**src/rtl/hz_fwd_pkg.sv**
```systemverilog
package hz_fwd_pkg;
  typedef enum logic [1:0] {
    KIND_ALU   = 2'd0,
    KIND_LOAD  = 2'd1,
    KIND_MULTI = 2'd2
  } hz_kind_e;

  typedef enum logic [1:0] {
    SEL_RF  = 2'd0,
    SEL_EXM = 2'd1,
    SEL_MWB = 2'd2
  } hz_sel_e;
endpackage

```
**src/rtl/hz_dest_pipe.sv**
```systemverilog
module hz_dest_pipe
  import hz_fwd_pkg::*;
#(
  parameter int RW = 4
) (
  input  logic          clk,
  input  logic          rst_n,
  input  logic          adv_i,
  input  logic [RW-1:0] dst_i,
  input  logic          wen_i,
  input  hz_kind_e      kind_i,
  output logic [RW-1:0] exm_dst_o,
  output logic          exm_wen_o,
  output hz_kind_e      exm_kind_o,
  output logic [RW-1:0] mwb_dst_o,
  output logic          mwb_wen_o,
  output hz_kind_e      mwb_kind_o
);
  // exm_*: instruction in execute, result lands in execute/memory register
  // mwb_*: instruction in data access, result lands in memory/write-back register
  always_ff @(posedge clk or negedge rst_n) begin
    if (!rst_n) begin
      exm_dst_o  <= '0;
      exm_wen_o  <= 1'b0;
      exm_kind_o <= KIND_ALU;
      mwb_dst_o  <= '0;
      mwb_wen_o  <= 1'b0;
      mwb_kind_o <= KIND_ALU;
    end else begin
      exm_dst_o  <= dst_i;
      exm_wen_o  <= adv_i & wen_i;
      exm_kind_o <= adv_i ? kind_i : KIND_ALU;
      mwb_dst_o  <= exm_dst_o;
      mwb_wen_o  <= exm_wen_o;
      mwb_kind_o <= exm_kind_o;
    end
  end
endmodule

```
**src/rtl/hz_src_check.sv**
```systemverilog
module hz_src_check
  import hz_fwd_pkg::*;
#(
  parameter int RW     = 4,
  parameter int PC_REG = 15
) (
  input  logic [RW-1:0] src_i,
  input  logic          use_i,
  input  logic [RW-1:0] exm_dst_i,
  input  logic          exm_wen_i,
  input  hz_kind_e      exm_kind_i,
  input  logic [RW-1:0] mwb_dst_i,
  input  logic          mwb_wen_i,
  input  hz_kind_e      mwb_kind_i,
  output hz_sel_e       sel_o,
  output logic          hold_o
);
  localparam logic [RW-1:0] PC_ID = RW'(PC_REG);

  logic hit_exm, hit_mwb;

  always_comb begin
    hit_exm = use_i && exm_wen_i && (exm_dst_i == src_i) && (exm_dst_i != PC_ID);
    hit_mwb = use_i && mwb_wen_i && (mwb_dst_i == src_i) && (mwb_dst_i != PC_ID);
    // loads in execute cannot feed the next instruction; a multi-load's
    // last register arrives one cycle later still
    hold_o  = (hit_exm && (exm_kind_i != KIND_ALU)) ||
              (hit_mwb && (mwb_kind_i == KIND_MULTI));
    if (hit_exm)      sel_o = SEL_EXM;
    else if (hit_mwb) sel_o = SEL_MWB;
    else              sel_o = SEL_RF;
  end
endmodule

```
**src/rtl/hz_fwd_unit.sv**
```systemverilog
module hz_fwd_unit
  import hz_fwd_pkg::*;
#(
  parameter int RW     = 4,
  parameter int N_SRC  = 3,
  parameter int PC_REG = 15
) (
  input  logic                clk,
  input  logic                rst_n,
  input  logic                dec_valid_i,
  output logic                dec_ready_o,
  input  logic [N_SRC*RW-1:0] dec_src_i,
  input  logic [N_SRC-1:0]    dec_src_use_i,
  input  logic [RW-1:0]       dec_dst_i,
  input  logic                dec_wen_i,
  input  logic [1:0]          dec_kind_i,
  output logic                stall_o,
  output logic                ex_valid_o,
  output logic [2*N_SRC-1:0]  ex_fwd_sel_o
);
  localparam int SELW = 2 * N_SRC;

  logic          adv;
  logic [RW-1:0] exm_dst, mwb_dst;
  logic          exm_wen, mwb_wen;
  hz_kind_e      exm_kind, mwb_kind;
  logic [N_SRC-1:0] hold_vec;
  logic [SELW-1:0]  sel_next;

  hz_dest_pipe #(.RW(RW)) u_pipe (
    .clk       (clk),
    .rst_n     (rst_n),
    .adv_i     (adv),
    .dst_i     (dec_dst_i),
    .wen_i     (dec_wen_i),
    .kind_i    (hz_kind_e'(dec_kind_i)),
    .exm_dst_o (exm_dst),
    .exm_wen_o (exm_wen),
    .exm_kind_o(exm_kind),
    .mwb_dst_o (mwb_dst),
    .mwb_wen_o (mwb_wen),
    .mwb_kind_o(mwb_kind)
  );

  for (genvar g = 0; g < N_SRC; g++) begin : g_src
    hz_sel_e sel_g;
    hz_src_check #(.RW(RW), .PC_REG(PC_REG)) u_chk (
      .src_i     (dec_src_i[g*RW +: RW]),
      .use_i     (dec_src_use_i[g]),
      .exm_dst_i (exm_dst),
      .exm_wen_i (exm_wen),
      .exm_kind_i(exm_kind),
      .mwb_dst_i (mwb_dst),
      .mwb_wen_i (mwb_wen),
      .mwb_kind_i(mwb_kind),
      .sel_o     (sel_g),
      .hold_o    (hold_vec[g])
    );
    assign sel_next[2*g +: 2] = sel_g;
  end

  assign dec_ready_o = ~|hold_vec;
  assign stall_o     = dec_valid_i & ~dec_ready_o;
  assign adv         = dec_valid_i & dec_ready_o;

  always_ff @(posedge clk or negedge rst_n) begin
    if (!rst_n) begin
      ex_valid_o   <= 1'b0;
      ex_fwd_sel_o <= '0;
    end else begin
      ex_valid_o   <= adv;
      ex_fwd_sel_o <= adv ? sel_next : '0;
    end
  end
endmodule

```
**config.mk**
```make
export PLATFORM = sky130hd
export DESIGN_NAME = hz_fwd_unit
export DESIGN_NICKNAME = d
export VERILOG_FILES = /design/src/rtl/hz_fwd_pkg.sv /design/src/rtl/hz_dest_pipe.sv /design/src/rtl/hz_src_check.sv /design/src/rtl/hz_fwd_unit.sv
export SDC_FILE = /design/constraint.sdc
export NUM_CORES = 1
export LEC_CHECK = 0
export BUFFER_PORTS_ARGS = -buffer_cell sky130_fd_sc_hd__buf_4
export CAP_MARGIN = 10
export CORE_MARGIN = 2
export CORE_UTILIZATION = 37
export CTS_BUF_LIST = sky130_fd_sc_hd__clkbuf_16
export CTS_CLUSTER_DIAMETER = 100
export DETAILED_ROUTE_END_ITERATION = 8
export GPL_TIMING_DRIVEN = 0
export PLACE_DENSITY_LB_ADDON = 0.05
export SLEW_MARGIN = 20
export SYNTH_ARGS = -nofsm -noshare
export SYNTH_HDL_FRONTEND = slang
export SYNTH_SLANG_ARGS = --single-unit
```
**constraint.sdc**
```tcl
create_clock -name clk -period 3.69 [get_ports clk]
set_clock_uncertainty 0.05 [all_clocks]
set_input_delay 0.1845 -clock clk [delete_from_list [all_inputs] [get_ports clk]]
set_output_delay 0.1845 -clock clk [all_outputs]
set_load 0.05 [all_outputs]
```
==> flow_summary.json, run 1 <==
{
  "fmax_mhz": 400,
  "place_ws_ps": 1420,
  "r2r_start": "u_pipe.exm_dst_o[1]",
  "synthDistinctLibCells": 20,
  "first_iter_violations": 4,
  "post_cts_buffers": 0,
  "ys_top_cells_by_area": "dfrtp_1 54%, xor2_1 16%, xnor2_1 5.4%, and3_1 3.9%, nor4_1 2.6%",
  "grt_pass1_wl_um": 3220,
  "setup_violations": 0,
  "clk_pin_slew_ps": 60,
  "vias": 739,
  "detail-route-antenna-nets": 0,
  "switching_share_pct": 22.2,
  "end_kind": "primary output",
  "design_power_total_uw": 544,
  "grt_overflow": 0,
  "internal_power_uw": 423,
  "dr.pass1.iters": 3,
  "r2r_end": "u_pipe.exm_kind_o[0]",
  "worst_hold_path_type": "input pin to register",
  "initial_utilization_pct": 38.9,
  "final_cells": 153,
  "wirelength_um": 2100,
  "worstPathRequired_ps": 3460,
  "seqCellArea_um2": 526,
  "cts_buffers": 3,
  "cts.sinks": 21,
  "chipHeight_um": 55.1,
  "die-area_um2": 3030,
  "hpwl_um": 1560,
  "cts-root-buf": "clkbuf_16",
  "timing.reg2reg.setup_slack_ps": 1650,
  "synth_top_cell_area_share_pct": 54.5,
  "htreeDepth": 1,
  "fillerInstances": 238,
  "drv_slew": 0,
  "grt_antenna_before_repair": 0,
  "dp.cells": 144,
  "whs_ps": 125,
  "synth-seq-cells": 21,
  "portBuffers": 33,
  "drcViolationCount": 0,
  "cp_data_arrival_time_ps": 2260,
  "worstPathMaxFanout": 10,
  "setup_tns_ps": 0,
  "die_x_um": 55.1,
  "nNetsFinal": 149,
  "syn_inst": 81,
  "fin_crit_ps": 2500,
  "synth_nets": 106,
  "wl_per_cell_um": 13.7,
  "yosysSeqAreaShare_pct": 54.5,
  "design.core.area_um2": 2480,
  "tightest_slew_ps": 427,
  "grt_max_degree": 22,
  "insertion_delay_ps": 250,
  "groute.usage.overall_pct": 15.9,
  "outcome": "finished clean",
  "viasPerCell": 4.83,
  "power_frac_comb_pct": 13.0,
  "syn_avg_cell_area_um2": 11.9,
  "multi_input_area_um2": 424,
  "cts_tree": "yes",
  "setup_ws_ps": 1190,
  "io_pins": 34,
  "worstSetupPathType": "register to primary output",
  "timing.final.crit_share_pct": 67.7,
  "grt_pass1_vias": 713,
  "relSlewSlack_pct": 71.3,
  "drv_cap": 0,
  "gp_congestion": 0.770,
  "rsz0062_at_grt": "no",
  "worst_r2r_path_depth": 7,
  "start_kind": "register",
  "fp-row-count": 18,
  "drive_above_1_share_pct": 31.7,
  "yosysWarnings": 0,
  "peakVddDrop_uv": 268,
  "insertedDiodeCount": 0,
  "netSwitchingPower_uw": 121,
  "p_leak_uw": 0.000656,
  "powerDensity_nw_per_um2": 394,
  "cts.path.max_buffers": 2,
  "clkPwrFrac_pct": 41.0,
  "finalHoldViolCount": 0,
  "crit_start": "u_pipe.exm_dst_o[1]",
  "crit_end": "stall_o",
  "syn_area_um2": 965,
  "area_growth_pct": 43.1,
  "synth_top_area_cell": "dfrtp_1",
  "seqPwrFrac_pct": 45.9
}
==> power by group through the flow <==
stage / Combinational (uW) / Sequential [uW] / Clock (uW)
after global placement: 65.5 / 254 / 0
final: 71.0 / 250 / 223
after detailed placement: 67.0 / 254 / 0
after global routing: 78.0 / 251 / 242
after CTS: 71.6 / 250 / 228
after floorplan: 28.8 / 254 / 0
==> routing by layer <==
| metal | part of all wire [%] | GRT usage [%] | up-vias |
|---|---|---|---|
| met5 | 0 | 0 | - |
| met4 | 0.57 | 4.88 | 0 |
| met2 | 51 | 27.0 | 19 |
| met1 | 44 | 19.8 | 353 |
| met3 | 4.3 | 4.03 | 2 |
| li1 | - | - | 365 |
==> how the worst min path moves through the flow <==
stage | start | endpoint | slack, ps | cells past startpoint
finish | dec_wen_i | u_pipe.exm_wen_o | 120 | 2
global route | dec_wen_i | u_pipe.exm_wen_o | 140 | 2
CTS | dec_wen_i | u_pipe.exm_wen_o | 120 | 2
detailed placement | rst_n | ex_fwd_sel_o[3] | 30 | 1
global placement | rst_n | u_pipe.mwb_dst_o[0] | 30 | 1
floorplan | rst_n | ex_fwd_sel_o[0] | -160 | 0
==> per-stage QoR <==
| stage | area, um2 | utilization (%) |
|---|---|---|
| finish | 1380 | 55.7 |
| global route | 1380 | 55.7 |
| CTS | 1380 | 55.7 |
| detailed placement | 1250 | 50.5 |
| global placement | 1250 | 50.5 |
| floorplan | 965 | - |
==> Yosys cell counts (all sizes together) <==
master	n
and2	1
nor2b	2
buf	1
inv	1
xnor2	6
nand2	5
nor4bb	2
nand4	3
and3	6
nand4b	1
nor3b	1
nand3	2
o32a	1
nor2	2
nor3	2
xor2	18
nor4	5
dfrtp	21
nor4b	1
==> cell families after synthesis <==
| kind of cell | after synthesis | synth area share, % |
|---|---|---|
| simple gates | 33 | 21.1 |
| xor+xnor | 24 | 21.8 |
| flops | 21 | 54.5 |
| buf+inv | 2 | 1.56 |
| compound gates | 1 | 1.04 |
==> repair_timing <==
action / 4_1_cts / 5_1_grt
setup endpoints to repair: 0 / 0
hold buffers: 5 / 0
endpoints found under the hold margin: 25 / 0
gates resized for setup: 0 / 0
==> layout by cell type, fill, tap and decap left out, types with 2 or more instances in the layout <==
master / n
buf_4: 33
and3_1: 6
xor2_1: 18
nand2_1: 5
nor4_1: 4
nor2_1: 2
dfrtp_1: 21
nand3_1: 2
nor2b_1: 2
clkbuf_16: 3
nor3_1: 2
dlygate4sd3_1: 5
nor4bb_1: 2
xnor2_1: 6
nand4_1: 3
==> registers in the layout (all words and copies together), names as in the netlist <==
signal,count
ex_fwd_sel_o,6
u_pipe.exm_dst_o,4
u_pipe.mwb_dst_o,4
u_pipe.exm_kind_o,2
u_pipe.mwb_kind_o,2
ex_valid_o,1
u_pipe.exm_wen_o,1
u_pipe.mwb_wen_o,1
==> area by class of cell <==
| class | count | area share (%) |
|---|---|---|
| buffer | 1 | 0.816 |
| timing repair buffer | 38 | 21.6 |
| clock inverter | 1 | 0.363 |
| multi-input combinational | 58 | 30.7 |
| inverter | 1 | 0.272 |
| clock buffer | 3 | 5.44 |
| sequential | 21 | 38.1 |
| tap | 30 | 2.72 |
==> worst max-delay path, cell delays in order (launching register included) <==
cell	delay [ps]
dfrtp_1	470
xnor2_1	190
nand4_1	140
nor4_2	290
nor3b_1	100
o32a_1	380
buf_6	150
nor2b_1	100
buf_4	200
Power figures use the tool's default switching activity.
==> run 2, diff against run 1 <==
==> constraint.sdc (replaced) <==
create_clock -name clk -period 2.1 [get_ports clk]
set_clock_uncertainty 0.05 [all_clocks]
set_input_delay 0.105 -clock clk [delete_from_list [all_inputs] [get_ports clk]]
set_output_delay 0.105 -clock clk [all_outputs]
set_load 0.05 [all_outputs]
==> run 2 against run 1 <==
Effect of this change: the run now ends with setup timing left; die area did not move; setup slack got worse by 1300 ps; first-iteration DRC count rose by 75%; hold slack got worse by 85 ps; flip-flop and latch count did not move; critical path type unchanged; combinational power rose by 92%; sequential power rose by 76%; count of clock-buffer cells in the layout did not move; largest power group unchanged; critical path depth fell by 1; sequential share of layout area fell by 2.5 points.
==> flow_summary.json, run 2 (synthesis gave the netlist of run 1 again) <==
{
  "portBuffers": 33,
  "drv_cap": 0,
  "first_iter_violations": 7,
  "grt_max_degree": 22,
  "grt_pass1_vias": 785,
  "drive_above_1_share_pct": 41.2,
  "grt_antenna_before_repair": 0,
  "grt_overflow": 0,
  "final_util_pct": 60.2,
  "relSlewSlack_pct": 70.9,
  "p_leak_uw": 0.000706,
  "crit_end": "stall_o",
  "setup_ws_ps": -132,
  "violations": "setup timing",
  "initial_utilization_pct": 38.9,
  "drv_slew": 0,
  "cts.sinks": 21,
  "worstSetupPathType": "register to primary output",
  "htreeDepth": 1,
  "chipHeight_um": 55.1,
  "start_kind": "register",
  "final_cell_mix": "38 x buf_4, 18 x xor2_1, 17 x dfrtp_1, 6 x xnor2_1, 6 x and3_1",
  "clk_pin_slew_ps": 50,
  "viasPerCell": 4.91,
  "worstPathRequired_ps": 1950,
  "nNetsFinal": 157,
  "hpwl_um": 1560,
  "cts_buffers": 3,
  "layout_commonest_cell": "buf_4",
  "timing.reg2reg.setup_slack_ps": -40,
  "wirelength_um": 2150,
  "fillerInstances": 217,
  "worst_hold_path_type": "input pin to register",
  "place_ws_ps": -64.9,
  "outcome": "finished, violations left",
  "crit_start": "u_pipe.exm_dst_o[2]",
  "fp-row-count": 18,
  "design_power_total_uw": 963,
  "r2r_end": "u_pipe.exm_wen_o",
  "tightest_slew_ps": 432,
  "timing.final.crit_share_pct": 106,
  "end_kind": "primary output",
  "worst_r2r_path_depth": 8,
  "setup_violations": 10,
  "insertion_delay_ps": 250,
  "area_growth_pct": 54.6,
  "largest_register_ffs": 6,
  "wl_per_cell_um": 13.3,
  "drcViolationCount": 0,
  "fin_crit_ps": 2230,
  "die-area_um2": 3030,
  "rsz0062_at_grt": "yes",
  "worstPathMaxFanout": 5,
  "die_x_um": 55.1,
  "detail-route-antenna-nets": 0,
  "regMostFlops": "ex_fwd_sel_o",
  "cts_tree": "yes",
  "reg_top3": "ex_fwd_sel_o: 6 flops, u_pipe.exm_dst_o: 4 flops, u_pipe.mwb_dst_o: 4 flops",
  "groute.usage.overall_pct": 16.9,
  "peakVddDrop_uv": 684,
  "insertedDiodeCount": 0,
  "finalHoldViolCount": 0,
  "cts.path.max_buffers": 2,
  "powerDensity_nw_per_um2": 645,
  "io_pins": 34,
  "design.core.area_um2": 2480,
  "dr.pass1.iters": 2,
  "r2r_start": "u_pipe.exm_dst_o[2]",
  "vias": 790,
  "grt_pass1_wl_um": 3460,
  "gp_congestion": 0.777,
  "cp_data_arrival_time_ps": 2080,
  "cts-root-buf": "clkbuf_16",
  "fmax_mhz": 448
}
-- run 2: metrics by stage --
step	std cells	cell area (um2)	hold WS, ps	setup TNS (ps)
finish	161	1490	40.2	-377
global route	161	1490	49.7	-1090
CTS	159	1460	39.8	-1090
detailed placement	144	1260	-47.0	-64.9
global placement	144	1260	-48.1	-43.9
floorplan	81	972	-241	0
-- run 2: cell type report --
class / count / area (um2) / area share (%)
plain buffers: 1 / 11.3 / 0.755
clock inverters: 1 / 3.75 / 0.252
flip-flops and latches: 21 / 531 / 35.6
well taps: 30 / 37.5 / 2.52
repair buffers: 46 / 373 / 25.0
multi-input cells: 58 / 457 / 30.6
inverters: 1 / 3.75 / 0.252
clock buffers: 3 / 75.1 / 5.03
-- run 2: how the worst min path moves through the flow --
| stage | depth (start not counted) | slack, ps | endpoint | from |
|---|---|---|---|---|
| 2_1_floorplan | 0 | -240 | ex_fwd_sel_o[0] | rst_n |
| 3_3_place_gp | 1 | -50 | u_pipe.mwb_dst_o[0] | rst_n |
| 3_5_place_dp | 1 | -50 | u_pipe.mwb_dst_o[3] | rst_n |
| 4_1_cts | 2 | 40 | u_pipe.exm_kind_o[0] | dec_kind_i[0] |
| 5_1_grt | 2 | 50 | u_pipe.exm_kind_o[0] | dec_kind_i[0] |
| 6_report | 2 | 40 | u_pipe.exm_kind_o[0] | dec_kind_i[0] |
-- run 2: metal layers --
layer / vias to the layer above / share of wire (%) / global-route usage (%)
li1: 380 / - / -
met1: 383 / 42 / 20.6
met2: 22 / 50 / 28.8
met3: 5 / 6.0 / 3.49
met4: 0 / 2.0 / 7.72
met5: - / 0 / 0
-- run 2: where the power goes --
| group | internal (uW) | switching [uW] | total [uW] |
|---|---|---|---|
| clock | 253 | 133 | 387 |
| sequential | 422 | 18.3 | 440 |
| combinational | 73.7 | 62.1 | 136 |
| total | 749 | 214 | 963 |
-- run 2: repair_timing --
item                       4_1_cts  5_1_grt
hold buffers                     5        0
gates cloned                     0        0
hold endpoints to repair        25        0
gates resized for setup          8        4
setup endpoints to repair        2       10
pin swaps                        5        4
buffers inserted                 6        2
-- run 2: worst max-delay path, stage by stage, from the launching register on --
cell     delay [ps]
dfrtp_2         460
xor2_1          190
nor4_2          370
nor3b_2          90
o32a_1          320
buf_6           140
nor2b_4         110
buf_8           150
==> run 3, diff against run 2 <==
--- a/config.mk
+++ b/config.mk
@@ -6,7 +6,6 @@
 export NUM_CORES = 1
 export LEC_CHECK = 0
 export BUFFER_PORTS_ARGS = -buffer_cell sky130_fd_sc_hd__buf_4
-export CAP_MARGIN = 10
 export CORE_MARGIN = 2
 export CORE_UTILIZATION = 37
 export CTS_BUF_LIST = sky130_fd_sc_hd__clkbuf_16
==> constraint.sdc (replaced) <==
create_clock -name clk -period 2.1 [get_ports clk]
set_clock_uncertainty 0.05 [all_clocks]
set_input_delay 0.21 -clock clk [delete_from_list [all_inputs] [get_ports clk]]
set_output_delay 0.21 -clock clk [all_outputs]
set_load 0.05 [all_outputs]
==> run 3 against run 2 <==
Effect of this change: the flow still finishes with violations (setup timing); count of clock-buffer cells in the layout stayed put; combinational power fell by 4%; wire length down 0.70%; critical path type unchanged; largest cell class unchanged.
==> flow_summary.json, run 3 (synthesis gave the netlist of run 1 again) <==
{
  "seqCellArea_um2": 531,
  "drv_slew": 0,
  "insertedDiodeCount": 0,
  "reg_top3": "ex_fwd_sel_o: 6 flops, u_pipe.exm_dst_o: 4 flops, u_pipe.mwb_dst_o: 4 flops",
  "io_pins": 34,
  "cts-root-buf": "clkbuf_16",
  "setup_ws_ps": -237,
  "cts_tree": "yes",
  "cp_data_arrival_time_ps": 2080,
  "final_cell_mix": "38 x buf_4, 18 x xor2_1, 17 x dfrtp_1, 6 x xnor2_1, 6 x and3_1",
  "netSwitchingPower_uw": 213,
  "rsz0062_at_grt": "yes",
  "design_power_total_uw": 957,
  "crit_chain": "xor2_1 > nor4_2 > nor3b_2 > o32a_1 > buf_6 > nor2b_4 > buf_8",
  "fin_area_um2": 1450,
  "power_frac_comb_pct": 13.6,
  "multi_input_area_um2": 457,
  "peakVddDrop_uv": 683,
  "worst-path-buf-inv": 2,
  "seqPwrFrac_pct": 46.0,
  "dp.cells": 144,
  "final_cells": 157,
  "die_x_um": 55.1,
  "portBuffers": 33,
  "fin_crit_ps": 2340,
  "nNetsFinal": 153,
  "largest_register_ffs": 6,
  "cts.sinks": 21,
  "die-area_um2": 3030,
  "layout_commonest_cell": "buf_4",
  "chipHeight_um": 55.1,
  "outcome": "finished, violations left",
  "setup_violations": 10,
  "htreeDepth": 1,
  "grt_pass1_vias": 774,
  "p_leak_uw": 0.000689,
  "gp_congestion": 0.777,
  "grt_antenna_before_repair": 0,
  "end_kind": "primary output",
  "grt_max_degree": 22,
  "timing.final.crit_share_pct": 111,
  "drive_above_1_share_pct": 42.5,
  "dr.pass1.iters": 2,
  "worstPathMaxFanout": 5,
  "hpwl_um": 1560,
  "wl_per_cell_um": 13.6,
  "drv_cap": 0,
  "relSlewSlack_pct": 70.9,
  "switching_share_pct": 22.2,
  "design.core.area_um2": 2480,
  "fillerInstances": 218,
  "finalHoldViolCount": 0,
  "fp-row-count": 18,
  "clkPwrFrac_pct": 40.4,
  "critical_path.max_stage_delay_ps": 460,
  "grt_pass1_wl_um": 3430,
  "worst_hold_path_type": "input pin to register",
  "viasPerCell": 4.94,
  "clk_pin_slew_ps": 50,
  "place_ws_ps": -170,
  "fmax_mhz": 428,
  "initial_utilization_pct": 38.9,
  "worstPathRequired_ps": 1840,
  "worstSetupPathType": "register to primary output",
  "start_kind": "register",
  "cts.path.max_buffers": 2,
  "tightest_slew_ps": 432,
  "first_iter_violations": 7,
  "violations": "setup timing",
  "whs_ps": 13.2,
  "grt_overflow": 0,
  "drcViolationCount": 0,
  "insertion_delay_ps": 250,
  "cts_buffers": 3,
  "placed_cell_area_um2": 1260,
  "area_growth_pct": 50.5,
  "detail-route-antenna-nets": 0,
  "groute.usage.overall_pct": 16.8,
  "powerDensity_nw_per_um2": 659,
  "cpLargestDelayFamily": "simple AND/OR/NAND/NOR gates",
  "internal_power_uw": 744,
  "vias": 776,
  "cp_slowest_cell": "dfrtp_2",
  "regMostFlops": "ex_fwd_sel_o",
  "wirelength_um": 2130
}
[run 3: cell type report]
cell class,instances,area share (%)
clock buffers,3,5.17
clock inverters,1,0.259
repair buffers,42,22.9
inverters,1,0.259
plain buffers,1,0.776
well taps,30,2.59
multi-input cells,58,31.5
flip-flops and latches,21,36.6
[run 3: path summary, 6_finish.rpt]
path                                       from              endpoint  slack, ps  cells after the start
max                         u_pipe.exm_dst_o[2]               stall_o       -240                      7
min reg2reg                u_pipe.exm_kind_o[0]  u_pipe.mwb_kind_o[0]        330                      0
max in group asynchronous                 rst_n   u_pipe.exm_dst_o[0]       1450                      2
max reg2reg                 u_pipe.exm_dst_o[2]      u_pipe.exm_wen_o        -40                      8
min in group asynchronous                 rst_n       ex_fwd_sel_o[3]        330                      2
min                                dec_dst_i[1]   u_pipe.exm_dst_o[1]         10                      1
[run 3: power by group through the flow]
stage                     sequential (uW)  combinational (uW)  clock (uW)
after detailed placement              446                 119           0
after global routing                  443                 145         411
after floorplan                       447                51.2           0
after CTS                             440                 127         393
after global placement                446                 116           0
final                                 440                 130         387
[run 3: per-stage QoR]
stage          util, %  setup TNS (ps)
2_1_floorplan        -               0
5_1_grt           58.6           -1300
3_5_place_dp      50.8            -234
3_3_place_gp      50.8            -203
4_1_cts           57.3           -1300
6_report          58.6            -587
[run 3: what timing repair did]
| item | 4_1_cts | 5_1_grt |
|---|---|---|
| gates resized for setup | 8 | 4 |
| pin swaps | 5 | 4 |
| endpoints found under the hold margin | 21 | 0 |
| hold buffers | 1 | 0 |
| setup buffers | 6 | 2 |
| setup endpoints to repair | 2 | 10 |
[run 3: metal layers]
| metal | GRT usage (%) | wire length [um] | part of all wire [%] | up-vias |
|---|---|---|---|---|
| li1 | - | - | - | 372 |
| met1 | 20.8 | 897 | 42 | 377 |
| met2 | 28.2 | 1060 | 50 | 22 |
| met3 | 3.49 | 134 | 6.3 | 5 |
| met4 | 7.72 | 42 | 2.0 | 0 |
| met5 | 0 | 0 | 0 | - |
